$ cat config.mk
export PLATFORM = sky130hd
export DESIGN_NAME = tblrd_unit
export DESIGN_NICKNAME = d
export VERILOG_FILES = /design/src/rtl/tblrd_pkg.sv /design/src/rtl/tblrd_addr_gen.sv /design/src/rtl/tblrd_fetch.sv /design/src/rtl/tblrd_regs.sv /design/src/rtl/tblrd_unit.sv
export SDC_FILE = /design/constraint.sdc
export NUM_CORES = 1
export LEC_CHECK = 0
export ABC_AREA = 0
export BUFFER_PORTS_ARGS = -buffer_cell sky130_fd_sc_hd__buf_2
export CAP_MARGIN = 20
export CORE_MARGIN = 4
export CORE_UTILIZATION = 39
export DETAILED_ROUTE_END_ITERATION = 16
export GPL_TIMING_DRIVEN = 0
export PLACE_DENSITY_LB_ADDON = 0.1
export SLEW_MARGIN = 20
export SYNTH_ARGS = -nofsm -noshare
export SYNTH_HDL_FRONTEND = slang
export SYNTH_SLANG_ARGS = --single-unit
$ cat constraint.sdc
create_clock -name clk -period 2.23 [get_ports clk]
set_clock_uncertainty 0.15 [all_clocks]
set_input_delay 0.446 -clock clk [delete_from_list [all_inputs] [get_ports clk]]
set_output_delay 0.446 -clock clk [all_outputs]
set_load 0.02 [all_outputs]
$ cat src/rtl/tblrd_pkg.sv
// Package: shared constants and the page-select type for the table read unit.
// Assumes one page is 2**8 words and the register bus is byte wide.
package tblrd_pkg;

    // Page selection carried by a table-read command.
    typedef enum logic {
        PAGE_CURRENT = 1'b0,
        PAGE_LAST    = 1'b1
    } page_sel_e;

    // Default register bus map.
    localparam logic [7:0] REG_PTR_ADDR  = 8'h07;
    localparam logic [7:0] REG_HIGH_ADDR = 8'h08;

    // Default widths.
    localparam int unsigned OFFSET_W = 8;
    localparam int unsigned WORD_W   = 14;

endpackage

$ cat src/rtl/tblrd_addr_gen.sv
// Module: tblrd_addr_gen
// Forms the program-memory address of a table read from the page choice,
// the program counter page bits and the table pointer.
// Assumes ADDR_W > OFFSET_W, so at least one page bit exists.
module tblrd_addr_gen
    import tblrd_pkg::*;
#(
    parameter int unsigned ADDR_W   = 11,
    parameter int unsigned OFFSET_W = 8
) (
    input  page_sel_e                    sel,
    input  logic [ADDR_W-OFFSET_W-1:0]   pc_page,
    input  logic [OFFSET_W-1:0]          offset,
    output logic [ADDR_W-1:0]            addr
);
    localparam int unsigned PAGE_W = ADDR_W - OFFSET_W;
    localparam logic [PAGE_W-1:0] LAST_PAGE = {PAGE_W{1'b1}};

    logic [PAGE_W-1:0] page;

    // Pick the page: the fixed top page or the one the program counter is in.
    always_comb begin
        if (sel == PAGE_LAST) page = LAST_PAGE;
        else                  page = pc_page;
    end

    // Join the page with the word offset inside it.
    always_comb addr = {page, offset};

endmodule

$ cat src/rtl/tblrd_fetch.sv
// Module: tblrd_fetch
// Holds one table read for the cycle in which the synchronous memory returns
// its word. It then issues the data-memory write of the low bits and hands the
// high bits to the register file. Accepts a new command every cycle.
// Assumes the memory word is valid exactly one cycle after the read enable.
module tblrd_fetch #(
    parameter int unsigned WORD_W = 14,
    parameter int unsigned LOW_W  = 8,
    parameter int unsigned DST_W  = 8
) (
    input  logic                     clk,
    input  logic                     rst_n,
    input  logic                     cmd_valid,
    input  logic [DST_W-1:0]         cmd_dst,
    input  logic [WORD_W-1:0]        rom_data,
    output logic                     dm_we,
    output logic [DST_W-1:0]         dm_addr,
    output logic [LOW_W-1:0]         dm_wdata,
    output logic                     hi_load,
    output logic [WORD_W-LOW_W-1:0]  hi_bits
);
    logic             pend_q;
    logic [DST_W-1:0] dst_q;

    // Remember that a read is in flight and where its low byte goes.
    always_ff @(posedge clk) begin
        if (!rst_n) begin
            pend_q <= 1'b0;
            dst_q  <= '0;
        end else begin
            pend_q <= cmd_valid;
            if (cmd_valid) dst_q <= cmd_dst;
        end
    end

    // Split the returned word between data memory and the table-high register.
    always_comb begin
        dm_we    = pend_q;
        dm_addr  = dst_q;
        dm_wdata = rom_data[LOW_W-1:0];
        hi_load  = pend_q;
        hi_bits  = rom_data[WORD_W-1:LOW_W];
    end

    // every command yields a write in the next cycle.
    p_two_cycle_r8: assert property (@(posedge clk) disable iff (!rst_n)
        cmd_valid |=> dm_we);

    // no write without a command one cycle earlier.
    p_no_spurious_r8: assert property (@(posedge clk) disable iff (!rst_n)
        !cmd_valid |=> !dm_we);

    // the write lands at the destination given with the command.
    p_dst_follows_r4: assert property (@(posedge clk) disable iff (!rst_n)
        cmd_valid |=> (dm_addr == $past(cmd_dst)));

endmodule

$ cat src/rtl/tblrd_regs.sv
// Module: tblrd_regs
// Register file of the unit: the read/write table pointer and the read-only
// table-high register, with a combinational read mux on the register bus.
// Assumes the bus width equals the pointer width and is wider than the high field.
module tblrd_regs #(
    parameter int unsigned     BUS_W     = 8,
    parameter int unsigned     HIGH_W    = 6,
    parameter int unsigned     RADDR_W   = 8,
    parameter logic [7:0]      PTR_ADDR  = 8'h07,
    parameter logic [7:0]      HIGH_ADDR = 8'h08
) (
    input  logic                 clk,
    input  logic                 rst_n,
    input  logic                 wr_en,
    input  logic [RADDR_W-1:0]   addr,
    input  logic [BUS_W-1:0]     wdata,
    output logic [BUS_W-1:0]     rdata,
    input  logic                 hi_load,
    input  logic [HIGH_W-1:0]    hi_bits,
    output logic [BUS_W-1:0]     ptr
);
    localparam int unsigned PAD_W = BUS_W - HIGH_W;

    logic [BUS_W-1:0]  ptr_q;
    logic [HIGH_W-1:0] high_q;
    logic [BUS_W-1:0]  high_view;
    logic              sel_ptr;
    logic              sel_high;

    // Decode the bus address.
    always_comb begin
        sel_ptr  = (addr == RADDR_W'(PTR_ADDR));
        sel_high = (addr == RADDR_W'(HIGH_ADDR));
    end

    // Table pointer: loaded only by bus writes to its address.
    always_ff @(posedge clk) begin
        if (!rst_n)                ptr_q <= '0;
        else if (wr_en && sel_ptr) ptr_q <= wdata;
    end

    // Table-high: loaded only by completed table reads, never by the bus.
    always_ff @(posedge clk) begin
        if (!rst_n)       high_q <= '0;
        else if (hi_load) high_q <= hi_bits;
    end

    // Zero-extend the high field to the bus width.
    generate
        if (PAD_W > 0) begin : g_pad
            always_comb high_view = {{PAD_W{1'b0}}, high_q};
        end else begin : g_nopad
            always_comb high_view = high_q[BUS_W-1:0];
        end
    endgenerate

    // Read mux; unmapped addresses return zero.
    always_comb begin
        if (sel_ptr)       rdata = ptr_q;
        else if (sel_high) rdata = high_view;
        else               rdata = '0;
    end

    always_comb ptr = ptr_q;

    // a pointer write is held from the next cycle on.
    p_ptr_write_r6: assert property (@(posedge clk) disable iff (!rst_n)
        (wr_en && sel_ptr) |=> (ptr_q == $past(wdata)));

    // a completed read deposits its high bits.
    p_high_load_r5: assert property (@(posedge clk) disable iff (!rst_n)
        hi_load |=> (high_q == $past(hi_bits)));

    // bus writes aimed at table-high do not change it.
    p_high_ro_r7: assert property (@(posedge clk) disable iff (!rst_n)
        (wr_en && sel_high && !hi_load) |=> $stable(high_q));

    // without a read the value is kept.
    p_high_hold_r9: assert property (@(posedge clk) disable iff (!rst_n)
        !hi_load |=> $stable(high_q));

    // the upper read-back bits of table-high are always zero.
    p_high_pad_r5: assert property (@(posedge clk) disable iff (!rst_n)
        sel_high |-> (rdata[BUS_W-1:HIGH_W] == '0));

endmodule

$ cat src/rtl/tblrd_unit.sv
// Module: tblrd_unit (top)
// Table read unit: address formation, memory fetch and result distribution.
// Assumes a synchronous program memory with one cycle of read latency, and a
// data memory that accepts a write in any cycle.
module tblrd_unit
    import tblrd_pkg::*;
#(
    parameter int unsigned ADDR_W    = 11,
    parameter int unsigned OFFSET_W  = 8,
    parameter int unsigned WORD_W    = 14,
    parameter int unsigned DST_W     = 8,
    parameter logic [7:0]  PTR_ADDR  = REG_PTR_ADDR,
    parameter logic [7:0]  HIGH_ADDR = REG_HIGH_ADDR
) (
    input  logic                        clk,
    input  logic                        rst_n,
    input  logic                        reg_wr_en,
    input  logic [7:0]                  reg_addr,
    input  logic [OFFSET_W-1:0]         reg_wdata,
    output logic [OFFSET_W-1:0]         reg_rdata,
    input  logic                        cmd_valid,
    input  logic                        cmd_last_page,
    input  logic [ADDR_W-OFFSET_W-1:0]  cmd_page,
    input  logic [DST_W-1:0]            cmd_dst,
    output logic                        rom_en,
    output logic [ADDR_W-1:0]           rom_addr,
    input  logic [WORD_W-1:0]           rom_data,
    output logic                        dm_we,
    output logic [DST_W-1:0]            dm_addr,
    output logic [OFFSET_W-1:0]         dm_wdata
);
    localparam int unsigned HIGH_W = WORD_W - OFFSET_W;

    logic [OFFSET_W-1:0] ptr;
    logic                hi_load;
    logic [HIGH_W-1:0]   hi_bits;
    page_sel_e           sel;

    // Map the command bit onto the page-select type.
    always_comb sel = cmd_last_page ? PAGE_LAST : PAGE_CURRENT;

    tblrd_regs #(
        .BUS_W     (OFFSET_W),
        .HIGH_W    (HIGH_W),
        .RADDR_W   (8),
        .PTR_ADDR  (PTR_ADDR),
        .HIGH_ADDR (HIGH_ADDR)
    ) u_regs (
        .clk     (clk),
        .rst_n   (rst_n),
        .wr_en   (reg_wr_en),
        .addr    (reg_addr),
        .wdata   (reg_wdata),
        .rdata   (reg_rdata),
        .hi_load (hi_load),
        .hi_bits (hi_bits),
        .ptr     (ptr)
    );

    tblrd_addr_gen #(
        .ADDR_W   (ADDR_W),
        .OFFSET_W (OFFSET_W)
    ) u_addr (
        .sel     (sel),
        .pc_page (cmd_page),
        .offset  (ptr),
        .addr    (rom_addr)
    );

    // The memory is read exactly in command cycles.
    always_comb rom_en = cmd_valid;

    tblrd_fetch #(
        .WORD_W (WORD_W),
        .LOW_W  (OFFSET_W),
        .DST_W  (DST_W)
    ) u_fetch (
        .clk       (clk),
        .rst_n     (rst_n),
        .cmd_valid (cmd_valid),
        .cmd_dst   (cmd_dst),
        .rom_data  (rom_data),
        .dm_we     (dm_we),
        .dm_addr   (dm_addr),
        .dm_wdata  (dm_wdata),
        .hi_load   (hi_load),
        .hi_bits   (hi_bits)
    );

    // the offset on the memory port is the pointer that the bus reads back.
    p_offset_ptr_r1: assert property (@(posedge clk) disable iff (!rst_n)
        (rom_en && reg_addr == PTR_ADDR) |-> (rom_addr[OFFSET_W-1:0] == reg_rdata));

endmodule

# == Yosys cells after proc, flatten, opt, wreduce, memory -nomap -nowiden ==
# Index checks and enable logic that the tools add are counted.
# op_classes
eq_ne,2
muxes,4
reduce_logical,1
# op_table
cell,n
$eq 8x3->1 const B,1
$eq 8x4->1 const B,1
$mux 8,1
$mux 6,1
$mux 3,1
$logic_and 1x1->1,1
$mux 1,1
# word_totals
regBits,23
output_inout_bits,37
word_cells,11

# == Depth between registers and ports, before layout ==
# Gate-level depths: netlist (run 1).
# depth
word_depth,3
depth_mapped,5

# == By module ==
# From an unflattened synthesis (run 1), not the netlist that was laid out.
# hier_totals
hier_cells,130
hier_area_um2,1216.2
# modules_own_cells
module,instances,cells_each,area_per_inst_um2,seq_area_each_um2
tblrd_regs,1,76,688.2,280.3
tblrd_fetch,1,42,441.7,180.2
tblrd_addr_gen,1,11,78.8,0.0
tblrd_unit,1,1,7.5,0.0

# == Least setup slack after synthesis (run 1) ==
# Ideal clock, no wire load.
# synth_path
kind,input to output
startpoint,in reg_addr[1]
endpoint,out reg_rdata[0]
t_arrival_ps,1533
t_required_ps,1634
setup_slack_ps,101
cell_stages,3
path_buffers,0
path_cell_list,nor4b_1 -> a22oi_1 -> nor2_1
# synth_via
elab_chain_len,3
word_cells_on_any_way,4
cone_classes,eq/ne: 2; mux: 2
# synth_rtl
item,line_no,rtl
start: declaration,tblrd_unit.sv:18,"input logic [7:0] reg_addr,"
$eq 8x4->1,tblrd_regs.sv:33,sel_high = (addr == RADDR_W'(HIGH_ADDR));
$mux 6,tblrd_regs.sv:60,else if (sel_high) rdata = high_view;
$mux 8 *,tblrd_regs.sv:59,if (sel_ptr) rdata = ptr_q;
end: declaration,tblrd_unit.sv:20,"output logic [OFFSET_W-1:0] reg_rdata,"
# Mark *: on every way between the ends. The rest lies on a longest branch, timed or not.

# == Worst setup path after layout (run 1) ==
# layout_path
startpoint,in reg_addr[5]
endpoint,out reg_rdata[7]
# layout_via
elab_chain_len,2
# layout_rtl
item,line_no,rtl
$eq 8x3->1,tblrd_regs.sv:32,sel_ptr = (addr == RADDR_W'(PTR_ADDR));
$mux 8,tblrd_regs.sv:59,
# No other way between the ends.

==> metrics.md, run 1 <==
| Metric | Value |
|---|---|
| Status | complete, no violations |
| Max clock buf depth | 2 |
| First-pass GRT wire length | 4110 um |
| Largest net degree at the start of global routing | 13 |
| Worst hold path cell count | 3 |
| Area Overhead vs Synth | 41.2% |
| Final GP Congestion | 0.742 |
| Total CTS buffers | 3 |
| Most frequent cells in the layout | buf_2, dfxtp_1, mux2i_1 |
| Commonest non-fill, non-tap cell in the layout | buf_2 |
| Die Y | 61.1 um |
| Number of remaining DRC errors | 0 |
| Hold Path Sink | u_regs.ptr[3]$_SDFFE_PN0P_ |
| Post-route ant nets | 0 |
| Grt met1 use | 18.7% |
| Average size of a mapped cell | 9.47 um2 |
| Clock latency on the worst-skew pair | 0.30 ns |
| Ranking of synthesized cells by area | dfxtp_1, mux2i_1, nor2b_1 |
| Fmax achieved | 461 MHz |
| I/O Pins | 83 |
| Fin cells | 222 |
| Clk sinks | 23 |
| Slew margin rel. | 61.5% |
| Worst-margin pin slew | 0.578 ns |
| CP Class | in2out |
| Post-CTS Repair Setup Buffers | 0 |
| Fin crit share | 97.3% |
| Pins Over Slew Limit | 0 |
| Hold_ws | 0.220 ns |
| Total Power | 0.771 mW |
| Pwr Density | 497 nW/um2 |
| Maxcap violations | 0 |
| Setup crit end kind | output pin |
| Share of the synthesized area in the top cell type | 41.9% |
| WP data required | 1.63 ns |
| Worst r2r dst | u_regs.high_q[0]$_SDFFE_PN0P_ |
| Area taken by multi-input logic gates | 544 um2 |
| Clk pin slew, worst setup/hold paths | 0.13 ns |
| CP Launch Point | reg_addr[5] |
| Die X | 61.1 um |
| H-tree Lvls | 1 |
| R2R cell count | 3 |
| WP data arrival | 1.57 ns |
| Drt pass-1 iters | 3 |
| Register area | 460 um2 |
| Worst VDD drop | 357 uV |
| WL final | 2820 um |
| Fillers | 250 |
| Routed wire length per instance | 12.7 um |
| Mapped Cells | 116 |
| Yosys warns | 0 |
| RSZ-0062 raised after global routing | no |
| Initial cell density of the core | 42.4% |
| Register area share after synthesis | 41.9% |
| Initial antenna violation count | 0 |
| Final HPWL DP | 2280 um |
| Via count | 974 |
| Crit path max fanout | 8 |
| Hold_sp | reg_wdata[3] |
| FF-to-FF Start | u_fetch.dm_we$_SDFF_PN0_ |
| Die area | 3730 um2 |
| R2R Setup Slk | 0.99 ns |
| Root buffer cell | clkbuf_4 |
| Net count, final | 239 |
| GRT busiest layer | met2 |
| Port bufs | 73 |
| Rows | 18 |
| Worst hold path type | in2reg |
| CTS tree | done |
| Met3 Usage GRT | 2.73% |
| Post-synth cell types | 16 |
| Grt met2 use | 26.4% |
| Pre-CTS setup slack | -0.173 ns |
| Placed instance count | 219 |
| Synthesized flop and latch total | 23 |
| Average vias per placed instance | 4.39 |
| Final setup fails | 0 |
| Final TNS setup | 0 ns |
| Vias in the first global route | 900 |
| Tmin final | 2.17 ns |
| DR iter-0 viols | 27 |
| Core area | 2590 um2 |
| Congestion Overflow GR | 0 |
| Final Hold Fails | 0 |
| Syn nets | 162 |
| Total GRT Usage | 15.1% |
| Leak | 0.758 nW |
| Fraction of layout cells with a size suffix above 1 | 49.0% |
| Startpoint types | input port |
| Fin worst setup slack | 0.0608 ns |
| Mapped Area | 1100 um2 |
| Synth area leader | dfxtp_1 |
| N_diodes | 0 |
[synth_stat cells]
cell and count:
dfxtp_1 23, mux2i_1 22, nand2_1 16, nor2b_1 15, buf_4 9, a22oi_1 6
clkbuf_1 6, nor2_1 6, and2_1 3, or2_2 3, buf_6 2, and4b_1 1
inv_1 1, nor3b_2 1, nor4b_1 1, or4_4 1
[power breakdown]
part / total, mW / leakage, nW / internal (mW) / switching [mW]
clock network: 0.190 / 0.0150 / 0.0697 / 0.120
registers: 0.433 / 0.188 / 0.426 / 0.00710
logic: 0.149 / 0.555 / 0.0740 / 0.0746
[worst max-delay path: stages]
cell	delay (ns)
buf_2	0.09
or4_4	0.52
buf_6	0.16
nor2b_4	0.10
and2_1	0.12
buf_4	0.13
[metrics by stage]
stage               instance area [um2]  util (%)
floorplan                          1100         -
global placement                   1500      58.0
detailed placement                 1500      58.0
CTS                                1540      59.4
global route                       1550      59.9
finish                             1550      59.9
[area by class of cell]
class / count / share of cell area [%]
Multi-Input combinational cell: 75 / 35.1
Sequential cell: 23 / 29.7
Inverter: 1 / 0.242
Buffer: 16 / 7.02
Tap cell: 30 / 2.42
Timing Repair Buffer: 73 / 23.9
Clock buffer: 4 / 1.69
[flip-flops by register name, indices dropped and copies added, names as in the netlist]
| name | flops |
|---|---|
| u_fetch.dm_we | 1 |
| u_regs.high_q | 6 |
| u_fetch.dm_addr | 8 |
| u_regs.ptr | 8 |
[cell families after synthesis]
kind of cell	synth area share, %
AO/OA/AOI/OAI	4.10
buffers and inverters	10.6
flip-flops	41.9
multiplexers	20.0
AND/OR/NAND/NOR	23.3
[how the worst max path moves through the flow]
stage,endpoint,cells past startpoint
2_1_floorplan,reg_rdata[0],3
3_3_place_gp,reg_rdata[5],5
3_5_place_dp,reg_rdata[2],5
4_1_cts,reg_rdata[6],6
5_1_grt,reg_rdata[7],6
6_report,reg_rdata[7],6
[timing repair]
item	4_1_cts	5_1_grt
resized for setup	3	3
gates cloned	0	0
endpoints found under the setup margin	8	8
hold buffers	0	0
hold endpoints to repair	0	0
[routing by layer]
layer,share of wire [%],vias up
li1,-,525
met3,10,2
met1,40,402
met5,0,-
met4,0.43,0
met2,49,45
Power figures use the tool's default switching activity.
==> inputs of run 2 (changes only) <==
--- a/config.mk
+++ b/config.mk
@@ -13,6 +13,7 @@
 export DETAILED_ROUTE_END_ITERATION = 16
 export GPL_TIMING_DRIVEN = 0
 export PLACE_DENSITY_LB_ADDON = 0.1
+export REMOVE_ABC_BUFFERS = 1
 export SLEW_MARGIN = 20
 export SYNTH_ARGS = -nofsm -noshare
 export SYNTH_HDL_FRONTEND = slang
==> run 2 against run 1 <==
  * First-iteration DRC count shrank 37%
  * Combinational power shrank 23%
  * Final cell count shrank 10%
  * Die area is the same
  * Non-clock buffer count shrank 23
  * Routed wire length shrank 11%
  * Largest cell class unchanged
==> metrics.md, run 2 (synthesized netlist as in run 1, its figures left out) <==
| Metric | Value |
|---|---|
| Fin crit share | 97.1% |
| Clk sinks | 23 |
| Die area | 3730 um2 |
| I/O Pins | 83 |
| Startpoint types | input port |
| Area Overhead vs Synth | 27.3% |
| WP data arrival | 1.57 ns |
| CP bufs+invs | 2 |
| Via count | 944 |
| Fin worst setup slack | 0.0643 ns |
| Hold_buf cts | 0 |
| Die X | 61.1 um |
| Root buffer cell | clkbuf_4 |
| RSZ-0062 raised after global routing | no |
| Vias in the first global route | 904 |
| Max clock buf depth | 2 |
| WL final | 2510 um |
| Clk pin slew, worst setup/hold paths | 0.12 ns |
| Max incr delay on CP | 0.60 ns |
| Slew margin rel. | 45.9% |
| Pins Over Slew Limit | 0 |
| Total GRT Usage | 13.7% |
| Hold_ws | 0.219 ns |
| Total Power | 0.733 mW |
| Total CTS buffers | 3 |
| Fillers | 247 |
| Final HPWL DP | 1880 um |
| Crit-path most repeated cell | buf_2 |
| H-tree Lvls | 1 |
| R2R cell count | 2 |
| Final GP Congestion | 0.683 |
| R2R Setup Slk | 1.10 ns |
| Pwr Density | 524 nW/um2 |
| CTS tree | done |
| Area taken by multi-input logic gates | 539 um2 |
| Leak | 0.672 nW |
| Tmin final | 2.17 ns |
| CP Class | in2out |
| Rows | 18 |
| Port bufs | 66 |
| Final Hold Fails | 0 |
| Slowest CP cell | or4_4 |
| Worst hold path type | in2reg |
| Setup crit end kind | output pin |
| Fmax achieved | 462 MHz |
| Commonest non-fill, non-tap cell in the layout | buf_2 |
| Routed wire length per instance | 12.6 um |
| Pre-CTS setup slack | -0.389 ns |
| Initial cell density of the core | 42.4% |
| Most frequent cells in the layout | buf_2, dfxtp_1, mux2i_1 |
| Core area | 2590 um2 |
| FF-to-FF Start | u_fetch.dm_we$_SDFF_PN0_ |
| Final core utilization | 54.0% |
| Status | complete, no violations |
| Clock latency on the worst-skew pair | 0.29 ns |
| Largest net degree at the start of global routing | 32 |
| Placed Instance Area | 1350 um2 |
| Family with the most delay on the worst path | simple AND/OR/NAND/NOR gates |
| CP Launch Point | reg_addr[5] |
| Drt pass-1 iters | 4 |
| CP cell instances | buf_2 > or4_4 > nor2b_2 > and2_1 > buf_2 |
| Register area | 460 um2 |
| Average vias per placed instance | 4.74 |
| WP data required | 1.63 ns |
| DR iter-0 viols | 17 |
| Initial antenna violation count | 0 |
| Final setup fails | 0 |
| Worst-margin pin slew | 0.807 ns |
| Worst r2r dst | u_regs.high_q[2]$_SDFFE_PN0P_ |
| WP depth | 5 |
| First-pass GRT wire length | 3840 um |
| Crit path max fanout | 8 |
| N_diodes | 0 |
| Fraction of layout cells with a size suffix above 1 | 45.6% |
| Net count, final | 216 |
| Worst VDD drop | 291 uV |
| Congestion Overflow GR | 0 |
| Die Y | 61.1 um |
| Maxcap violations | 0 |
| Post-route ant nets | 0 |
| Number of remaining DRC errors | 0 |
| Finished Cell Area | 1400 um2 |
| Worst Setup EP | reg_rdata[6] |
## run 2: changes by cell type in the layout (fill, tap and decap cells not counted), moves of 2 or more
| cell | previous run | this run |
|---|---|---|
| buf_2 | 71 | 66 |
| buf_6 | 2 | 0 |
| clkbuf_1 | 6 | 0 |
| buf_4 | 11 | 0 |
## run 2: per-stage QoR
stage | cells | setup TNS [ns]
2_1_floorplan | 99 | 0
3_3_place_gp | 195 | -3.15
3_5_place_dp | 195 | -3.15
4_1_cts | 199 | 0
5_1_grt | 199 | 0
6_report | 199 | 0
## run 2: final cells by class
cell class                      count  area share (%)
Multi-Input combinational cell     75            38.6
Inverter                            1           0.268
Timing Repair Buffer               66            23.6
Sequential cell                    23            32.9
Tap cell                           30            2.68
Clock inverter                      1           0.358
Clock buffer                        3            1.61
## run 2: tightest hold or removal path: cells and delay by family
kind / cells / cell delay [ns]
simple gates: 1 / 0.04
mux: 1 / 0.05
buf+inv: 1 / 0.09
## run 2: worst min-delay path by stage
stage | slack [ns] | from | end | cells after the start
6_report | 0.22 | reg_wdata[3] | u_regs.ptr[3]$_SDFFE_PN0P_ | 3
5_1_grt | 0.21 | reg_wdata[3] | u_regs.ptr[3]$_SDFFE_PN0P_ | 3
4_1_cts | 0.20 | reg_wdata[1] | u_regs.ptr[1]$_SDFFE_PN0P_ | 3
3_5_place_dp | 0.31 | u_regs.ptr[6]$_SDFFE_PN0P_ | u_regs.ptr[6]$_SDFFE_PN0P_ | 2
3_3_place_gp | 0.30 | u_regs.ptr[6]$_SDFFE_PN0P_ | u_regs.ptr[6]$_SDFFE_PN0P_ | 2
2_1_floorplan | 0.33 | u_regs.high_q[0]$_SDFFE_PN0P_ | u_regs.high_q[0]$_SDFFE_PN0P_ | 2
## run 2: where the power goes
| group | internal [mW] | switching (mW) |
|---|---|---|
| Combinational | 0.0569 | 0.0567 |
| Sequential | 0.426 | 0.00969 |
| Clock | 0.0668 | 0.117 |
## run 2: repair_timing
item,in CTS,in global routing
pin swaps,0,0
buffers inserted,0,0
gates resized for setup,2,1
setup endpoints to repair,6,1
## run 2: routing by layer
metal / wire length, um / global-route usage [%] / up-vias
met4: 0 / 4.64 / 0
met5: 0 / 0 / -
met2: 1150 / 23.7 / 55
li1: - / - / 485
met1: 1050 / 15.9 / 404
met3: 305 / 4.40 / 0
